===== config.mk =====
export PLATFORM = sky130hd
export DESIGN_NAME = pchg_irq_top
export DESIGN_NICKNAME = d
export VERILOG_FILES = /design/src/rtl/pchg_pkg.sv /design/src/rtl/pchg_port_tracker.sv /design/src/rtl/pchg_irq_combine.sv /design/src/rtl/pchg_irq_top.sv
export SDC_FILE = /design/constraint.sdc
export NUM_CORES = 1
export LEC_CHECK = 0
export BUFFER_PORTS_ARGS = -buffer_cell sky130_fd_sc_hd__buf_2
export CAP_MARGIN = 25
export CORE_ASPECT_RATIO = 0.5
export CORE_MARGIN = 3
export CORE_UTILIZATION = 30
export DETAILED_ROUTE_END_ITERATION = 10
export GPL_TIMING_DRIVEN = 0
export PLACE_DENSITY = 0.56
export REMOVE_ABC_BUFFERS = 1
export SLEW_MARGIN = 20
export SYNTH_ARGS = -nofsm -noshare
export SYNTH_HDL_FRONTEND = slang
export SYNTH_HIERARCHICAL = 1
export SYNTH_SLANG_ARGS = --single-unit

===== constraint.sdc =====
create_clock -name clk -period 1.64 [get_ports clk]
set_clock_uncertainty 0.15 [all_clocks]
set_input_delay 0.328 -clock clk [delete_from_list [all_inputs] [get_ports clk]]
set_output_delay 0.328 -clock clk [all_outputs]
set_load 0.02 [all_outputs]

===== src/rtl/pchg_pkg.sv =====
package pchg_pkg;

    typedef enum logic [1:0] {
        TRK_LOAD  = 2'd0,
        TRK_QUIET = 2'd1,
        TRK_ARMED = 2'd2
    } trk_state_t;

endpackage


===== src/rtl/pchg_port_tracker.sv =====
module pchg_port_tracker
    import pchg_pkg::*;
#(
    parameter int WIDTH = 8
) (
    input  logic             clk,
    input  logic             rst_n,
    input  logic [WIDTH-1:0] pins_i,
    input  logic [WIDTH-1:0] watch_i,
    input  logic             rd_stb_i,
    output logic             pending_o
);

    trk_state_t       state_q;
    trk_state_t       state_d;
    logic [WIDTH-1:0] snap_q;
    logic             moved;

    assign moved = |((pins_i ^ snap_q) & watch_i);

    // state register
    always_ff @(posedge clk or negedge rst_n) begin
        if (!rst_n) begin
            state_q <= TRK_LOAD;
        end else begin
            state_q <= state_d;
        end
    end

    // reference snapshot: primed after reset, refreshed on read
    always_ff @(posedge clk or negedge rst_n) begin
        if (!rst_n) begin
            snap_q <= '0;
        end else if (state_q == TRK_LOAD || rd_stb_i) begin
            snap_q <= pins_i;
        end
    end

    // transitions
    always_comb begin
        state_d = state_q;
        unique case (state_q)
            TRK_LOAD:  state_d = TRK_QUIET;
            TRK_QUIET: begin
                if (!rd_stb_i && moved) state_d = TRK_ARMED;
            end
            TRK_ARMED: begin
                if (rd_stb_i || !moved) state_d = TRK_QUIET;
            end
            default:   state_d = TRK_LOAD;
        endcase
    end

    // outputs
    always_comb begin
        pending_o = 1'b0;
        unique case (state_q)
            TRK_ARMED: pending_o = 1'b1;
            default:   pending_o = 1'b0;
        endcase
    end

    assert_read_clears_R4: assert property (@(posedge clk) disable iff (!rst_n)
        rd_stb_i |=> !pending_o);

    assert_outputs_silent_R3: assert property (@(posedge clk) disable iff (!rst_n)
        (watch_i == '0) |=> !pending_o);

    assert_snapshot_holds_R2: assert property (@(posedge clk) disable iff (!rst_n)
        (state_q != TRK_LOAD && !rd_stb_i) |=> $stable(snap_q));

    assert_prime_quiet_R7: assert property (@(posedge clk) disable iff (!rst_n)
        (state_q == TRK_LOAD) |=> !pending_o);

endmodule


===== src/rtl/pchg_irq_combine.sv =====
module pchg_irq_combine #(
    parameter int NUM_PORTS = 2
) (
    input  logic [NUM_PORTS-1:0] pend_i,
    output logic                 od_en_o
);

    always_comb begin
        od_en_o = |pend_i;
    end

endmodule


===== src/rtl/pchg_irq_top.sv =====
module pchg_irq_top #(
    parameter int NUM_PORTS = 2,
    parameter int PORT_W    = 8
) (
    input  logic                        clk,
    input  logic                        rst_n,
    input  logic [NUM_PORTS*PORT_W-1:0] pin_val,
    input  logic [NUM_PORTS*PORT_W-1:0] pin_dir,
    input  logic [NUM_PORTS-1:0]        port_rd,
    output logic                        irq_od_en
);

    localparam int BUS_W = NUM_PORTS * PORT_W;

    logic [NUM_PORTS-1:0] port_pend;

    for (genvar p = 0; p < NUM_PORTS; p++) begin : g_port
        pchg_port_tracker #(
            .WIDTH (PORT_W)
        ) trk_i (
            .clk       (clk),
            .rst_n     (rst_n),
            .pins_i    (pin_val[p*PORT_W +: PORT_W]),
            .watch_i   (pin_dir[p*PORT_W +: PORT_W]),
            .rd_stb_i  (port_rd[p]),
            .pending_o (port_pend[p])
        );
    end

    pchg_irq_combine #(
        .NUM_PORTS (NUM_PORTS)
    ) comb_i (
        .pend_i  (port_pend),
        .od_en_o (irq_od_en)
    );

    assert_reset_idle_R7: assert property (@(posedge clk) disable iff (!rst_n)
        $rose(rst_n) |-> !irq_od_en);

    assert_all_outputs_R3: assert property (@(posedge clk) disable iff (!rst_n)
        (pin_dir == {BUS_W{1'b0}}) |=> !irq_od_en);

    assert_all_read_R4: assert property (@(posedge clk) disable iff (!rst_n)
        (&port_rd) |=> !irq_od_en);

endmodule


==> run summary <==
The effective utilization at floorplan came out at 32.32%. The critical setup path kind is flip-flop to output pin. The number of clock sinks came out at 20.

0 antenna diodes ended up in the layout. Measured against its own limit, the worst slew margin works out to 71.11%. The height of the chip is 46.87 um. The proportion of netlist area held by the largest area contributor is 49.94%.

The upper clock frequency limit came out at 0.6278 GHz. The tree is rooted in a clkbuf_8. Once detail routing completed, the nets flagged for antenna violations numbered 0. The first-iteration detailed-routing DRC count is 12. The detailed router placed approximately 710 vias in this run. The tightest min-delay check is of the input port to flip-flop type.

Clock-pin slew was measured on the worst setup and hold paths at 0.06 ns. For the pin with the worst max-slew slack, the measured transition is 0.4333 ns. The post-synthesis sequential element count is 20. The depth of the CTS H-tree is 1. The first-pass GRT wire length came out at 2.677 mm. In this design, the stage delay of the slowest critical-path cell is 0.38 ns.

The routed design could run at a clock period as short as 1.593 ns. The area of the die came out at roughly 4000 um^2. The max-cap check violation count is 0. The synthesized area divided by synthesized cell count came out at between 10 and 15 um^2. The routed wire length per instance is 11.14 um. The largest total area in the synthesized netlist belongs to dfrtp_1.

The cell leakage power came out at 0.5970 nW. The fraction of layout instances using a drive strength above 1 came out at 54.87%. Yosys printed 6 warnings. Walking the worst path, the cells encountered are nor2b_1, or2_1, buf_6. The clock latency at the later pin of the worst-skew pair is 0.25 ns. The number of detailed-route iterations in the first pass came out at 3. The number of antenna violations at the first check in global routing came out at 0. STA classifies the critical path startpoint as a flip-flop.

The total length of routed wires came out at 1.704 mm. The critical path's slowest cell is dfrtp_1. The total global routing overflow came out at 0.

The layout filler cell count is slightly above 300. The run finished with clean final reports. Sorting the synthesized cells by area gives the leading types as dfrtp_1 50%, xor2_1 14%, mux2_2 13%. IR analysis of the VDD net gives a maximum drop of 0.3188 mV. The synthesized netlist cell count is 71.

Summed over all nets, the half-perimeter wirelength after detailed placement is 1.362 mm. The area added between synthesis and finish came out at 30.59%. The cell area reported after detailed placement came out at 1232 um^2. Dividing total power by cell area gives a power density of 1269 nW/um^2.

The total standard cell area after synthesis is 1002 um^2. The die outline width is 87.74 um. The core region is 3100 um^2.

The number of slew-limit violations in the final report is 0. Routability-driven placement finished with a final weighted congestion of ~0.65. The maximum number of pins on one net before global-route repair is 21. The worst endpoint required time came out at 1.16 ns. The number of buffers on the longest clock path is 2. Pin placement for this block handled 37 I/O pins. The total setup violations reported at the end of the flow came out at 0.

Setup repair after global routing left no endpoint under its margin. The initialized floorplan defines 14 standard-cell rows. The setup TNS came out at 0 ns.

The worst path uses between 90% and 100% of the clock period. After synthesis, flip-flops and latches occupy 49.94% of the total area. The number of failing hold endpoints at the final stage came to 0.

For the worst setup path, the data arrival time is 1.11 ns. The clock buffer count from CTS came out at 3. The synthesized netlist contains 11 unique library cells. TritonCTS built the clock tree.

The largest driver fanout on the critical path came out at 2. Once layout is done, the placed cells without fillers occupy between 1000 and 1500 um^2. The number of remaining DRC errors is 0.

The via count of the first global-routing pass was around 670. The count of buffers inserted at the top-level ports came out at 36. In the layout the commonest cells are 35 x buf_2, 17 x dfrtp_1, 16 x xor2_1.

The global router's overall resource usage is 8.665%. The net count of the finished layout came out at 151. Using the TritonRoute via totals, the vias-per-cell ratio works out to 4.608. STA classifies the critical path endpoint as an output pin. The library cell used most frequently in the layout, excluding fill and tap cells, is buf_2.
[cells in the mapped netlist]
master    number
dfrtp_1       20
xor2_1        16
mux2_2        12
a22oi_1        8
mux2_1         4
a21boi_2       2
a21oi_1        2
a41oi_2        2
nor2b_1        2
o21bai_4       2
or2_1          1
[critical path: cells and delay by family, from the launching register on]
kind	cells	cell delay [ns]
flops	1	0.38
simple gates	2	0.36
buf+inv	1	0.13
[layout make-up]
type	instances	area, um^2	share of cell area (%)
well taps	40	50.05	3.824
repair buffers	39	211.5	16.16
clock buffers	3	41.29	3.155
flip-flops and latches	20	504.2	38.53
multi-input cells	51	501.7	38.34
[final timing paths]
path / from / endpoint / slack (ns) / depth (start not counted)
setup / recovery: g_port[1].trk_i/state_q[1] / irq_od_en / 0.05 / 3
hold / removal: pin_val[7] / g_port[0].trk_i/snap_q[7] / 0.17 / 2
setup reg to reg: g_port[0].trk_i/state_q[1] / g_port[0].trk_i/snap_q[2] / 0.19 / 3
hold reg to reg: g_port[0].trk_i/snap_q[1] / g_port[0].trk_i/snap_q[1] / 0.36 / 1
max in group asynchronous: rst_n / g_port[0].trk_i/state_q[1] / 0.61 / 2
min in group asynchronous: rst_n / g_port[1].trk_i/snap_q[3] / 0.40 / 2
[flip-flops by register name, indices dropped and copies added (netlist names)]
register,cells
g_port.trk_i/snap_q,16
g_port.trk_i/state_q,4
[cell families after synthesis]
| group | after synthesis | synth area share [%] |
|---|---|---|
| AOI/OAI and AO/OA | 16 | 16.23 |
| xor gates and xnor gates | 16 | 13.98 |
| DFF | 20 | 49.94 |
| muxes | 16 | 17.98 |
| and+or+nand+nor | 3 | 1.873 |
[through the flow]
| stage | hold slack, ns | util [%] | worst slack (ns) | power (mW) | std cells |
|---|---|---|---|---|---|
| global placement | 0.1627 | 39.75 | 0.1880 | 1.307 | 147 |
| finish | 0.1705 | 42.21 | 0.04707 | 1.661 | 153 |
| floorplan | -0.1176 | - | 0.3172 | 1.170 | 71 |
| global route | 0.1649 | 42.21 | 0.001825 | 1.777 | 153 |
| detailed placement | 0.1511 | 39.75 | 0.1851 | 1.318 | 147 |
| CTS | 0.1668 | 41.93 | 0.01816 | 1.666 | 153 |
[per-layer routing]
layer	track usage, %	vias up	part of all wire (%)
met2	16.17	14	51
li1	-	342	-
met1	9.560	349	44
met5	0	-	0
met3	3.678	0	4.4
met4	1.835	0	0
[report_power, final]
part | internal [mW] | switching [mW] | total (mW)
Clock | 0.163 | 0.138 | 0.301
Combinational | 0.337 | 0.246 | 0.583
Sequential | 0.655 | 0.121 | 0.776
Total | 1.15 | 0.506 | 1.66
[what timing repair did]
item,in CTS,in global routing
gates resized for setup,1,4
hold buffers,1,0
buffers inserted,2,0
endpoints found under the setup margin,1,1
hold endpoints to repair,20,0
No activity file was read; power rests on OpenSTA's default activity.
